===== config.mk =====
export PLATFORM = sky130hd
export DESIGN_NAME = mkg_core
export DESIGN_NICKNAME = d
export VERILOG_FILES = /design/src/rtl/mkg_pkg.sv /design/src/rtl/mkg_lfsr.sv /design/src/rtl/mkg_vote.sv /design/src/rtl/mkg_seq.sv /design/src/rtl/mkg_core.sv
export SDC_FILE = /design/constraint.sdc
export NUM_CORES = 1
export LEC_CHECK = 0
export BUFFER_PORTS_ARGS = -buffer_cell sky130_fd_sc_hd__buf_2
export CAP_MARGIN = 15
export CORE_MARGIN = 2
export CORE_UTILIZATION = 58
export CTS_CLUSTER_SIZE = 24
export DETAILED_ROUTE_END_ITERATION = 12
export GPL_TIMING_DRIVEN = 0
export PLACE_DENSITY = 0.85
export SLEW_MARGIN = 15
export SYNTH_ARGS = -nofsm -noshare
export SYNTH_HDL_FRONTEND = slang
export SYNTH_SLANG_ARGS = --single-unit

===== constraint.sdc =====
create_clock -name clk -period 2.5 [get_ports clk]
set_clock_uncertainty 0.1 [all_clocks]
set_input_delay 0.75 -clock clk [delete_from_list [all_inputs] [get_ports clk]]
set_output_delay 0.75 -clock clk [all_outputs]
set_load 0.02 [all_outputs]

===== src/rtl/mkg_pkg.sv =====
package mkg_pkg;
  localparam int NREG   = 3;
  localparam int MAXLEN = 23;

  typedef enum logic [2:0] {
    PH_IDLE = 3'd0,
    PH_KEY  = 3'd1,
    PH_IV   = 3'd2,
    PH_MIX  = 3'd3,
    PH_OUT  = 3'd4
  } phase_t;

  function automatic int reg_len(input int i);
    case (i)
      0:       return 19;
      1:       return 22;
      default: return 23;
    endcase
  endfunction

  function automatic int reg_ctap(input int i);
    case (i)
      0:       return 8;
      default: return 10;
    endcase
  endfunction

  // feedback masks, one bit per tapped stage
  function automatic logic [MAXLEN-1:0] reg_taps(input int i);
    case (i)
      0:       return 23'h072000;
      1:       return 23'h300000;
      default: return 23'h700080;
    endcase
  endfunction

  function automatic int max4(input int a, input int b, input int c, input int d);
    int m;
    m = a;
    if (b > m) m = b;
    if (c > m) m = c;
    if (d > m) m = d;
    return m;
  endfunction
endpackage


===== src/rtl/mkg_lfsr.sv =====
module mkg_lfsr #(
  parameter int               LEN  = 19,
  parameter int               MAXW = 23,
  parameter logic [MAXW-1:0]  TAPS = 23'h072000,
  parameter int               CTAP = 8
) (
  input  logic clk,
  input  logic rst_n,
  input  logic clr,
  input  logic shift,
  input  logic inj,
  output logic ctl,
  output logic msb
);
  logic [LEN-1:0] st;
  logic           fb;

  always_comb fb = (^(st & TAPS[LEN-1:0])) ^ inj;

  always_ff @(posedge clk or negedge rst_n) begin
    if (!rst_n)     st <= '0;
    else if (clr)   st <= '0;
    else if (shift) st <= {st[LEN-2:0], fb};
  end

  assign ctl = st[CTAP];
  assign msb = st[LEN-1];
endmodule


===== src/rtl/mkg_vote.sv =====
module mkg_vote #(
  parameter int N = 3
) (
  input  logic [N-1:0] ctl,
  output logic [N-1:0] en
);
  logic maj;
  always_comb begin
    maj = (ctl[0] & ctl[1]) | (ctl[0] & ctl[2]) | (ctl[1] & ctl[2]);
    en  = ~(ctl ^ {N{maj}});
  end
endmodule


===== src/rtl/mkg_seq.sv =====
module mkg_seq
  import mkg_pkg::*;
#(
  parameter int KEY_W      = 64,
  parameter int IV_W       = 22,
  parameter int MIX_STEPS  = 100,
  parameter int FRAME_BITS = 228
) (
  input  logic              clk,
  input  logic              rst_n,
  input  logic              start,
  input  logic [KEY_W-1:0]  key,
  input  logic [IV_W-1:0]   iv,
  input  logic              ks_ready,
  input  logic [NREG-1:0]   maj_en,
  output logic              clr,
  output logic [NREG-1:0]   shift_en,
  output logic              inj,
  output logic              busy,
  output logic              ks_valid,
  output logic              frame_done,
  output phase_t            ph
);
  localparam int LD_W  = KEY_W + IV_W;
  localparam int CNT_W = $clog2(max4(KEY_W, IV_W, MIX_STEPS, FRAME_BITS) + 1);
  localparam logic [CNT_W-1:0] KEY_LAST = CNT_W'(KEY_W - 1);
  localparam logic [CNT_W-1:0] IV_LAST  = CNT_W'(IV_W - 1);
  localparam logic [CNT_W-1:0] MIX_LAST = CNT_W'(MIX_STEPS - 1);
  localparam logic [CNT_W-1:0] FR_BITS  = CNT_W'(FRAME_BITS);

  logic [LD_W-1:0]  ld;
  logic [CNT_W-1:0] cnt;
  logic             vld;
  logic             adv;
  logic             more;

  always_comb begin
    adv  = !vld || ks_ready;
    more = cnt < FR_BITS;
    clr  = (ph == PH_IDLE) && start;
    inj  = ((ph == PH_KEY) || (ph == PH_IV)) ? ld[0] : 1'b0;
    case (ph)
      PH_KEY, PH_IV: shift_en = '1;
      PH_MIX:        shift_en = maj_en;
      PH_OUT:        shift_en = (adv && more) ? maj_en : '0;
      default:       shift_en = '0;
    endcase
  end

  always_ff @(posedge clk or negedge rst_n) begin
    if (!rst_n) begin
      ph         <= PH_IDLE;
      ld         <= '0;
      cnt        <= '0;
      vld        <= 1'b0;
      frame_done <= 1'b0;
    end else begin
      frame_done <= 1'b0;
      case (ph)
        PH_IDLE: begin
          if (start) begin
            ld  <= {iv, key};
            cnt <= '0;
            ph  <= PH_KEY;
          end
        end
        PH_KEY: begin
          ld <= ld >> 1;
          if (cnt == KEY_LAST) begin
            cnt <= '0;
            ph  <= PH_IV;
          end else begin
            cnt <= cnt + 1'b1;
          end
        end
        PH_IV: begin
          ld <= ld >> 1;
          if (cnt == IV_LAST) begin
            cnt <= '0;
            ph  <= PH_MIX;
          end else begin
            cnt <= cnt + 1'b1;
          end
        end
        PH_MIX: begin
          if (cnt == MIX_LAST) begin
            cnt <= '0;
            ph  <= PH_OUT;
          end else begin
            cnt <= cnt + 1'b1;
          end
        end
        PH_OUT: begin
          if (adv) begin
            if (more) begin
              vld <= 1'b1;
              cnt <= cnt + 1'b1;
            end else begin
              vld        <= 1'b0;
              frame_done <= 1'b1;
              ph         <= PH_IDLE;
            end
          end
        end
        default: ph <= PH_IDLE;
      endcase
    end
  end

  assign busy     = (ph != PH_IDLE);
  assign ks_valid = vld;
endmodule


===== src/rtl/mkg_core.sv =====
module mkg_core
  import mkg_pkg::*;
#(
  parameter int KEY_W      = 64,
  parameter int IV_W       = 22,
  parameter int MIX_STEPS  = 100,
  parameter int FRAME_BITS = 228
) (
  input  logic             clk,
  input  logic             rst_n,
  input  logic             start,
  input  logic [KEY_W-1:0] key,
  input  logic [IV_W-1:0]  iv,
  output logic             busy,
  output logic             ks_bit,
  output logic             ks_valid,
  input  logic             ks_ready,
  output logic             frame_done
);
  logic [NREG-1:0] ctl;
  logic [NREG-1:0] msb;
  logic [NREG-1:0] maj_en;
  logic [NREG-1:0] shift_en;
  logic            clr;
  logic            inj;
  phase_t          ph;

  mkg_seq #(
    .KEY_W(KEY_W), .IV_W(IV_W), .MIX_STEPS(MIX_STEPS), .FRAME_BITS(FRAME_BITS)
  ) u_seq (
    .clk(clk), .rst_n(rst_n), .start(start), .key(key), .iv(iv),
    .ks_ready(ks_ready), .maj_en(maj_en), .clr(clr), .shift_en(shift_en),
    .inj(inj), .busy(busy), .ks_valid(ks_valid), .frame_done(frame_done),
    .ph(ph)
  );

  mkg_vote #(.N(NREG)) u_vote (.ctl(ctl), .en(maj_en));

  for (genvar g = 0; g < NREG; g++) begin : g_reg
    mkg_lfsr #(
      .LEN(reg_len(g)), .MAXW(MAXLEN), .TAPS(reg_taps(g)), .CTAP(reg_ctap(g))
    ) u_lfsr (
      .clk(clk), .rst_n(rst_n), .clr(clr), .shift(shift_en[g]),
      .inj(inj), .ctl(ctl[g]), .msb(msb[g])
    );
  end

  assign ks_bit = ^msb;
endmodule


* Word-level counts from Yosys, hierarchy flattened
Cells that the tools add are included.
W data, S select, Z words.
** Word-level totals
- RAM bits :: 0
- Output and inout bits :: 4
- Word-level logic and storage cells :: 84
- Memories kept :: 0
- Latch bits :: 0
- Register bits :: 163
- ROM bits :: 0
** Operators by class
- Multiply operators :: 0
- Reduce and logical (&&, ||, !) cells :: 21
- Shift operators :: 0
- Add/sub/neg operators :: 1
- Equality and inequality tests :: 14
- Bitwise logic cells :: 10
- Mux-type cells :: 29
- Divide/modulo/power cells :: 0
- Order comparisons :: 1
** Operator list (count)
- $pmux W86 S2 :: 1
- $mux W86 :: 1
- $mux W8 :: 6
- $mux W23 :: 2
- $mux W22 :: 2
- $pmux W8 S5 :: 1
- $mux W19 :: 2
- $reduce_xor A23 Y1 :: 1
- $reduce_xor A22 Y1 :: 1
- $mux W3 :: 7
- $reduce_xor A19 Y1 :: 1
- $pmux W3 S5 :: 1
- $pmux W3 S3 :: 1
- $add A8 B1 Y8 const B :: 1
- $eq A8 B5 Y1 const B :: 1
- $eq A8 B6 Y1 const B :: 1
- $eq A8 B7 Y1 const B :: 1
- $lt A8 B8 Y1 const B :: 1
- $ne A2 B2 Y1 const B :: 4
- $reduce_bool A2 Y1 :: 4
- $eq A3 B2 Y1 const B :: 2
- $ne A2 B1 Y1 const B :: 3
- $reduce_and A6 Y1 :: 1
- $mux W1 :: 5
- other kinds (17) :: 25

* Logic depth before layout (Yosys ltp)
Gate-level depths: netlist of the first run.
- Depth after elaboration :: 9
- Gate-level depth with buffers :: 8

* Modules after synthesis
A second synthesis of the first run with hierarchy kept.
** Unflattened totals
- Cell total of the unflattened synthesis :: 699
- Area, all modules :: 7599.8 µm²
** By module, submodules not included
- mkg_seq :: cells an instance 474, area each 4833.4 µm², seq. area each 2477.4 µm², instances 1
- mkg_lfsr at g_reg[2].u_lfsr :: cells an instance 79, area each 968.4 µm², seq. area each 575.6 µm², instances 1
- mkg_lfsr at g_reg[1].u_lfsr :: cells an instance 72, area each 914.6 µm², seq. area each 550.5 µm², instances 1
- mkg_lfsr at g_reg[0].u_lfsr :: cells an instance 66, area each 809.5 µm², seq. area each 475.5 µm², instances 1
- mkg_vote :: cells an instance 7, area each 50.0 µm², seq. area each 0.0 µm², instances 1
- mkg_core :: cells an instance 1, area each 23.8 µm², seq. area each 0.0 µm², instances 1

* Worst setup path before layout of the first run
Ideal clock, no wire load.
- Path type :: input -> register
- From :: input ks_ready
- To :: register g_reg[1].u_lfsr.st[10]
- Data required time :: 2.268 ns
- Cell stages on the path :: 6
- Library setup time :: 0.132 ns
- Buffers on the path :: 1
- Arrival :: 1.932 ns
- Path slack :: 0.337 ns
- Cell sequence :: nor2b_1 -> a311oi_4 -> o22ai_1 -> buf_2 -> mux2i_1 -> nor2_1
** Between the ends
- Word-level cells in the longest chain between the ends :: 5
** Ends and longest elaborated chain
- from (decl) :: line mkg_core.sv:17 : input logic ks_ready,
- $logic_or A1 B1 Y1 :: line mkg_seq.sv:38 : adv = !vld || ks_ready;
- $logic_and A1 B1 Y1 :: line mkg_seq.sv:45 : PH_OUT: shift_en = (adv && more) ? maj_en : '0;
- $mux W3 :: line mkg_seq.sv:45
- $pmux W3 S3 :: line mkg_seq.sv:42 : case (ph)
- $reduce_bool A2 Y1 (no line)
- to (signal assigned) :: line mkg_lfsr.sv:23 : else if (shift) st <= {st[LEN-2:0], fb};
- to (decl) :: line mkg_lfsr.sv:15 : logic [LEN-1:0] st;
No other way between the ends.
A chain may end at the register's enable or synchronous reset.

* Final worst setup path of the first run
- From :: register u_seq.ph[2]
- To :: output busy
** Between the ends
- Word-level cells in the longest chain between the ends :: 1
** Ends and longest elaborated chain
- from (decl) :: line mkg_seq.sv:22 : output phase_t ph
- from (signal assigned) :: line mkg_seq.sv:52 : ph <= PH_IDLE;
- from (signal assigned) :: line mkg_seq.sv:64 : ph <= PH_KEY;
- from (signal assigned) :: line mkg_seq.sv:71 : ph <= PH_IV;
- $reduce_bool A3 Y1 :: line mkg_seq.sv:110 : assign busy = (ph != PH_IDLE);
- to (decl) :: line mkg_core.sv:14 : output logic busy,
No other way between the ends.

==> results of run 1 <==
==> worst paths after layout <==
kind                                    from            to
worst max-delay path             u_seq.ph[2]          busy
worst min-delay path                   rst_n  u_seq.cnt[3]
worst max register to register  u_seq.cnt[3]   u_seq.ph[1]
worst min register to register  u_seq.ld[22]  u_seq.ld[22]
max in group asynchronous              rst_n  u_seq.ld[78]
min in group clk                u_seq.ld[22]  u_seq.ld[22]
==> worst register-to-register path, delay by kind of cell (launching register included) <==
family             cells  cell delay [ns]
AOI/OAI and AO/OA      1             0.19
DFF                    1             0.45
muxes                  1             0.30
and+or+nand+nor        3             1.24
==> state kept, by name, summed over array words and instances (netlist names) <==
register and flops:
u_seq.frame_done 1, u_seq.ld 86, u_seq.ph 3, g.u_lfsr.st 64
u_seq.cnt 8, u_seq.ks_valid 1
==> stage by stage <==
stage | setup TNS (ns) | setup slack, ns | hold WS (ns) | power [uW]
3_3_place_gp | -304.64 | -1.68 | 0.361 | 10600
5_1_grt | -0.00884 | -0.00568 | 0.247 | 14700
4_1_cts | 0 | 0.0222 | 0.225 | 13800
6_report | 0 | 0.0490 | 0.210 | 13700
2_1_floorplan | 0 | 0.337 | 0.342 | 9560
3_5_place_dp | -36.04 | -0.503 | 0.371 | 11100
==> power by group through the flow <==
stage / Clock (uW) / Combinational (uW) / Sequential (uW)
finish: 2630 / 6530 / 4560
global route: 2770 / 7190 / 4700
CTS: 2660 / 6560 / 4560
detailed placement: 0 / 6500 / 4570
global placement: 0 / 6110 / 4490
floorplan: 0 / 5200 / 4350
==> logic make-up (layout without fill, tap and decap cells) <==
| kind of cell | Yosys count | count (layout) | share of synthesized area |
|---|---|---|---|
| simple gates | 209 | 209 | 0.118 |
| compound gates | 114 | 114 | 0.0874 |
| mux | 152 | 152 | 0.203 |
| flops | 163 | 163 | 0.544 |
| buf+inv | 50 | 175 | 0.0295 |
| fa+ha+maj | 2 | 2 | 0.00333 |
| xor+xnor | 13 | 13 | 0.0152 |
==> metal layers <==
layer  part of all wire  up-vias  global-route usage
li1                   -     2644                   -
met2               0.49      148               0.396
met5            0.00083        -                   0
met3              0.062       28              0.0795
met4              0.015        2              0.0798
met1               0.43     2709               0.294
==> what timing repair did <==
| item | 4_1_cts | 5_1_grt |
|---|---|---|
| endpoints found under the setup margin | 86 | 3 |
| cloned | 0 | 0 |
| resized for setup | 2 | 1 |
==> Yosys cell counts (all sizes together), types with 5 or more instances <==
master	n	area [sq um]
xnor2	13	114
dfrtp	163	4080
nor2	80	303
o211ai	5	37.5
clkbuf	27	111
buf	19	95.1
o21ai	91	455
mux2i	151	1510
nand2	100	375
==> cell type report <==
class	count	area [sq um]
Buffer	45	205
Clock buffer	23	468
Clock inverter	9	128
Fill cell	948	3800
Inverter	4	15.0
Multi-Input combinational cell	490	3200
Sequential cell	163	4080
Tap cell	172	215
Timing Repair Buffer	94	503
==> reports/metrics.csv, run 1 <==
metric,value,unit
initial core utilization,0.595,
Seq cells post-synth,163,
Worst setup EP type,output pin,
CP Max Fanout,10,
antenna cells,0,
Final setup viols,0,
Clock Sinks,163,
Gate Count Post-Synth,703,
Hold Buf Count CTS,0,
actual slew at the worst max-slew pin,0.748,ns
warnings from Yosys,0,
post-placement cell count,969,
Seq pwr share,0.332,
ratio of cells with drive above 1 in the final layout,0.180,
HPWL after detailed placement,10900,um
Post-synth EDFFs,0,
Routed Antenna Nets,0,
clock share of power,0.192,
Max stage delay on crit path,0.42,ns
grt total ovfl,0,
syn_nets,795,
Inserted Clock Buffers,17,
Sw Share,0.399,
largest net degree at the start of global routing,85,
P_int,8250,uW
Buf/Inv on CP,2,
die area,0.0139,sq mm
Final nets,907,
Finished Layout Cells,1000,
post-route cell area,0.00882,sq mm
first-pass GRT wire length,26500,um
"Avg Cell Area, Syn",10.7,sq um
CP dominant cell by count,buf_2,
Logic pwr share,0.476,
DIE WIDTH,118,um
Post-CTS Setup Bufs,0,
WP depth,3,
post-synth cell types,48,
Lkg Pwr,0.00429,uW
Layout area overhead,17.5,%
worst r2r path cells,5,
worst reg2reg setup slack,0.11,ns
ys async rst share,1.00,
"commonest non-fill, non-tap cell in the layout",dfrtp_1,
"CTS clk-pin slew, worst paths",0.06,ns
final worst path period share,0.980,
Hold Fails Final Rpt,0,
CP Cell Sequence,"buf_2, or3_1, buf_2",
Critical Path AT,1.60,ns
VDD IR max,1.02,mV
final core utilization,0.699,
Sw Pwr,5480,uW
Pins Over Slew Limit,0,
Clock H-tree levels,4,
slew margin rel.,0.501,
"Cell Area, Synth",0.00750,sq mm
outcome,completed,
initial antenna violation count,1,
Core Rows,41,
core area,0.0126,sq mm
vias post-DR,5531,
Starting DRT DRC Count,307,
unrepaired setup endpoints after global routing,yes,
Power Dens Cells,1560,mW/mm^2
WL final,15700,um
die height,118,um
DR WL/cell,15.7,um
CP Class,flop to output pin,
max cap viols,0,
"Clk Latency, worst-skew pair",0.43,ns
Clock Tree Root,clkbuf_16,
IO Pins,94,
DRT Pass-1 Iters,5,
"commonest non-fill, non-tap cells in the layout","163 x dfrtp_1, 151 x mux2i_1, 103 x buf_2",
DR vias/cell,5.53,
All-Layer GR Usage,0.239,
area post-placement,0.00822,sq mm
CP top delay family,flip-flops,
clock buffer depth,2,
startpoint types,flop,
CP required,1.65,ns
Final min period,2.45,ns
Critical-path top delay cell,dfrtp_1,
DRC,0,
worst hold path type,primary input to async pin,
part of the Yosys area used for sequential elements,0.544,
RD Place Congestion,0.841,
Main synth FF type,dfrtp_1,
Max Fclk,408,MHz
CTS tree,built,
vias in the first global route,5613,
I/O Buffers,93,
(Power assumes the default switching activity.)
==> run 2: changes to the inputs <==
Settings changed: CORE_UTILIZATION 58 to 59, CTS_BUF_LIST set to sky130_fd_sc_hd__clkbuf_4 sky130_fd_sc_hd__clkbuf_8, PLACE_DENSITY 0.85 to 0.86.
==> run 2 against run 1 <==
Effect of this change:
- routed wire length shrank 2.5%
- clock-buffer cell count rose by 1
- largest cell class unchanged
- cell count stayed put
- critical endpoint unchanged
- power fell by 5.1%
- utilization fell by 0.72 points
==> reports/metrics.csv, run 2 (synthesized netlist as in run 1, its figures left out) <==
metric,value,unit,change
initial antenna violation count,0,,-1
VDD IR max,0.911,mV,-11%
min setup slack post-route,0.0545,ns,+0.00551 ns
Core Rows,41,,unchanged
DRT Pass-1 Iters,4,,-1
DR vias/cell,5.48,,-0.99%
Starting DRT DRC Count,340,,+11%
Buf/Inv on CP,2,,unchanged
Power Dens Cells,1500,mW/mm^2,-3.4%
actual slew at the worst max-slew pin,0.852,ns,+0.104 ns
HPWL after detailed placement,10800,um,-0.88%
CTS tree,built,,
I/O Buffers,93,,unchanged
die height,117,um,-0.82%
initial core utilization,0.599,,+0.00487
fill count,931,,-1.8%
Final min period,2.45,ns,-0.00551 ns
CP top delay family,flip-flops,,
largest register by flop count,u_seq.ld,,
Sw Pwr,5340,uW,-2.5%
first-pass GRT wire length,26000,um,-2.2%
All-Layer GR Usage,0.244,,+0.00541
largest net degree at the start of global routing,99,,+16%
"Clk Latency, worst-skew pair",0.46,ns,+0.03 ns
slew margin rel.,0.430,,-0.0706
Clock H-tree levels,4,,unchanged
"CTS clk-pin slew, worst paths",0.08,ns,+0.02 ns
Largest register FFs,86,,unchanged
DRC,0,,unchanged
Inserted Clock Buffers,17,,unchanged
Logic pwr share,0.501,,+0.025
Max Fclk,409,MHz,+0.23%
vias post-DR,5476,,-0.99%
IO Pins,94,,unchanged
vias in the first global route,5606,,-0.12%
"commonest non-fill, non-tap cells in the layout","163 x dfrtp_1, 151 x mux2i_1, 102 x buf_2",,
core area,0.0125,sq mm,-0.81%
clock buffer depth,2,,unchanged
Routed Antenna Nets,0,,unchanged
Clock Sinks,163,,unchanged
Hold Fails Final Rpt,0,,unchanged
Seq pwr share,0.349,,+0.017
grt total ovfl,0,,unchanged
max cap viols,0,,unchanged
CP Cell Sequence,"clkbuf_8, or3_4, buf_2",,
Sw Share,0.410,,+0.0109
DIE WIDTH,117,um,-0.82%
CP required,1.65,ns,about the same
WL final,15300,um,-2.5%
Worst setup EP type,output pin,,
Max stage delay on crit path,0.40,ns,-0.02 ns
worst hold margin,0.121,ns,-0.0887 ns
CP Class,flop to output pin,,
RD Place Congestion,0.840,,-0.17%
unrepaired setup endpoints after global routing,no,,
DR WL/cell,15.3,um,-2.5%
Layout area overhead,15.3,%,
"commonest non-fill, non-tap cell in the layout",dfrtp_1,,
Pins Over Slew Limit,0,,unchanged
post-route cell area,0.00865,sq mm,-1.8%
P_int,7680,uW,-6.9%
Post-Route Setup TNS,0,ns,unchanged
final worst path period share,0.978,,-0.00220
clock share of power,0.151,,-0.041
worst reg2reg setup slack,0.14,ns,+0.03 ns
largest registers,"u_seq.ld (86), g.u_lfsr.st (64), u_seq.cnt (8)",,
Critical Path AT,1.60,ns,about the same
die area,0.0136,sq mm,-1.6%
Final setup viols,0,,unchanged
register area,0.00408,sq mm,unchanged
worst hold path type,primary input to async pin,,
ratio of cells with drive above 1 in the final layout,0.186,,+0.00604
Clock Tree Root,clkbuf_8,,
dpl ws,-0.573,ns,-0.0697 ns
area taken by multi-input logic gates,0.00321,sq mm,+0.31%
area post-placement,0.00822,sq mm,unchanged
CP Max Fanout,10,,unchanged
Lkg Pwr,0.00420,uW,-1.9%
Critical-path top delay cell,dfrtp_1,,
Final nets,908,,+0.11%
antenna cells,0,,unchanged
startpoint types,flop,,
outcome,completed,,
==> run 2: per-layer routing <==
layer,share of wire,global-route usage,vias up
met3,0.064,0.0783,20
met2,0.48,0.389,141
met4,0.018,0.0973,0
met5,0,0,-
li1,-,-,2637
met1,0.44,0.313,2678
==> run 2: power by group through the flow <==
stage / clock, uW / combinational, uW / sequential (uW)
3_3_place_gp: 0 / 6120 / 4490
5_1_grt: 2130 / 7250 / 4670
3_5_place_dp: 0 / 6490 / 4570
6_report: 1960 / 6520 / 4540
4_1_cts: 1990 / 6530 / 4530
2_1_floorplan: 0 / 5200 / 4350
==> run 2: per-stage QoR <==
| stage | std cells | util | power, uW |
|---|---|---|---|
| 2_1_floorplan | 703 | - | 9560 |
| 3_3_place_gp | 968 | 0.654 | 10600 |
| 3_5_place_dp | 969 | 0.657 | 11100 |
| 4_1_cts | 999 | 0.690 | 13000 |
| 5_1_grt | 1000 | 0.691 | 14100 |
| 6_report | 1000 | 0.691 | 13000 |
==> run 2: cell type report <==
cell class | count | area share
Buffer | 45 | 0.0240
Sequential cell | 163 | 0.471
Clock buffer | 24 | 0.0367
Multi-Input combinational cell | 490 | 0.371
Timing Repair Buffer | 95 | 0.0590
Inverter | 4 | 0.00173
Clock inverter | 7 | 0.0111
Tap cell | 172 | 0.0249
==> run 2: timing repair <==
| item | CTS | global route |
|---|---|---|
| setup endpoints to repair | 86 | 4 |
| hold buffers | 0 | 0 |
| gates resized for setup | 3 | 3 |
| buffers inserted | 0 | 1 |
==> run 2: worst register-to-register path: stages, from the launching register on <==
cell and delay [ns]:
dfrtp_1 0.40, clkbuf_8 0.17, nor3_1 0.27, or3b_2 0.37, clkbuf_2 0.36, buf_1 0.40, nand2_1 0.11, o21ai_0 0.10
==> run 2: worst paths after layout <==
check / startpoint / cells past startpoint / end
setup / recovery: u_seq.ph[1] / 3 / busy
hold / removal: rst_n / 1 / u_seq.cnt[6]
setup reg to reg: u_seq.ph[1] / 7 / u_seq.ld[83]
hold reg to reg: u_seq.ld[47] / 2 / u_seq.ld[47]
max in group asynchronous: rst_n / 2 / u_seq.ld[76]
min in group clk: u_seq.ld[47] / 2 / u_seq.ld[47]
==> run 3: changes to the inputs <==
Settings changed: CELL_PAD_IN_SITES_DETAIL_PLACEMENT set to 0, CELL_PAD_IN_SITES_GLOBAL_PLACEMENT set to 1, CORE_MARGIN 2 to unset, CORE_UTILIZATION 59 to 47, PLACE_DENSITY 0.86 to 0.87.
==> run 3 against run 2 <==
Effect of this change:
- worst hold slack worse by 0.0098 ns
- clock power up 4%
- sequential share of layout area down 0.25 points
- clock-buffer cell count down 3
- via count down 3.3%
- critical path depth unchanged
- worst setup slack better by 0.049 ns
- die area up 21%
- combinational power down 2%
==> reports/metrics.csv, run 3 (synthesized netlist as in run 1, its figures left out) <==
metric,value,unit,change
RD Place Congestion,0.821,,-2.2%
Total Power,12900,uW,-0.75%
"commonest non-fill, non-tap cell in the layout",dfrtp_1,,
worst reg2reg setup slack,0.18,ns,+0.04 ns
Critical Path AT,1.55,ns,-0.05 ns
"commonest non-fill, non-tap cells in the layout","162 x dfrtp_1, 151 x mux2i_1, 102 x buf_2",,
Layout area overhead,16.0,%,
worst r2r path cells,5,,-2
Clock Sinks,163,,unchanged
unrepaired setup endpoints after global routing,no,,
Clock H-tree levels,4,,unchanged
HPWL after detailed placement,10300,um,-4.7%
startpoint types,flop,,
vias in the first global route,5441,,-2.9%
Pins Over Slew Limit,0,,unchanged
Power Dens Cells,1480,mW/mm^2,-1.3%
DIE WIDTH,128,um,+9.9%
Clock Tree Root,clkbuf_8,,
max cap viols,0,,unchanged
fill count,1332,,+43%
min setup slack post-route,0.104,ns,+0.0493 ns
Finished Layout Cells,1038,,+3.8%
CP Class,flop to output pin,,
CTS tree,built,,
CP required,1.65,ns,about the same
dpl ws,-0.554,ns,+0.0192 ns
All-Layer GR Usage,0.194,,-0.0500
core area,0.0154,sq mm,+23%
Final min period,2.40,ns,-0.0493 ns
die area,0.0165,sq mm,+21%
clock buffer depth,2,,unchanged
DR vias/cell,5.10,,-6.9%
Final nets,906,,-0.22%
WL final,14500,um,-5.1%
actual slew at the worst max-slew pin,0.728,ns,-0.124 ns
initial antenna violation count,2,,+2
slew margin rel.,0.514,,+0.0839
Final setup viols,0,,unchanged
largest registers,"u_seq.ld (86), g.u_lfsr.st (64), u_seq.cnt (8)",,
Max Fclk,417,MHz,+2.1%
I/O Buffers,93,,unchanged
post-route cell area,0.00870,sq mm,+0.56%
post-placement cell count,1008,,+4.0%
antenna cells,0,,unchanged
CP Max Fanout,10,,unchanged
DR WL/cell,13.9,um,-8.6%
initial core utilization,0.488,,-0.111
DRC,0,,unchanged
"CTS clk-pin slew, worst paths",0.08,ns,about the same
outcome,completed,,
ratio of cells with drive above 1 in the final layout,0.185,,-0.000984
first-pass GRT wire length,25300,um,-2.3%
Post-Route Setup TNS,0,ns,unchanged
grt total ovfl,0,,unchanged
vias post-DR,5293,,-3.3%
Core Rows,45,,+9.8%
Setup crit start,u_seq.ph[1],,
Starting DRT DRC Count,296,,-13%
Worst setup EP type,output pin,,
Inserted Clock Buffers,17,,unchanged
"Clk Latency, worst-skew pair",0.45,ns,about the same
Hold Buf Count CTS,0,,unchanged
Largest register FFs,86,,unchanged
Lkg Pwr,0.00420,uW,about the same
worst hold path type,primary input to async pin,,
DRT Pass-1 Iters,4,,unchanged
die height,128,um,+9.9%
IO Pins,94,,unchanged
area post-placement,0.00827,sq mm,+0.59%
final worst path period share,0.958,,-0.0197
Routed Antenna Nets,0,,unchanged
Hold Fails Final Rpt,0,,unchanged
largest register by flop count,u_seq.ld,,
VDD IR max,0.894,mV,-1.9%
reg2reg start,u_seq.cnt[7],,
largest net degree at the start of global routing,107,,+8.1%
## run 3: where the power goes
part           leakage, uW  total [uW]  internal (uW)  switching (uW)
Sequential         0.00211        4540           3840             695
Combinational      0.00188        6360           2780            3580
Clock             0.000216        2030           1080             946
Total              0.00420       12900           7700            5220
## run 3: final cells by class
cell class | instances | area (sq um) | share of cell area
sequential | 163 | 4080 | 0.469
multi-input combinational | 490 | 3210 | 0.369
timing repair buffer | 94 | 503 | 0.0578
clock buffer | 21 | 283 | 0.0325
tap | 211 | 264 | 0.0303
buffer | 44 | 200 | 0.0230
clock inverter | 11 | 150 | 0.0173
inverter | 4 | 15.0 | 0.00173
## run 3: repair_timing
item / 4_1_cts / 5_1_grt
buffers inserted: 0 / 0
gates resized for setup: 1 / 2
setup endpoints to repair: 86 / 58
endpoints found under the hold margin: 0 / 0
## run 3: path summary, 6_finish.rpt
| check | to |
|---|---|
| setup / recovery | busy |
| hold reg to reg | u_seq.ld[1] |
| setup reg to reg | u_seq.ph[1] |
| max in group asynchronous | u_seq.ld[74] |
| hold / removal | u_seq.cnt[5] |
| min in group clk | u_seq.ld[1] |
## run 3: layer usage
| metal | global-route usage | part of all wire | up-vias |
|---|---|---|---|
| li1 | - | - | 2634 |
| met1 | 0.241 | 0.45 | 2544 |
| met2 | 0.307 | 0.46 | 98 |
| met3 | 0.0740 | 0.072 | 15 |
| met4 | 0.0734 | 0.012 | 2 |
| met5 | 0 | 0.00090 | - |
## run 3: metrics by stage
stage	utilization	hold slack, ns
floorplan	-	0.342
global placement	0.536	0.362
detailed placement	0.538	0.371
CTS	0.566	0.105
global route	0.566	0.125
finish	0.566	0.111
## run 3: critical path, cell delays in order, from the launching register on
cell and delay (ns):
dfrtp_1 0.37, clkbuf_8 0.16, or3_1 0.39, buf_2 0.17
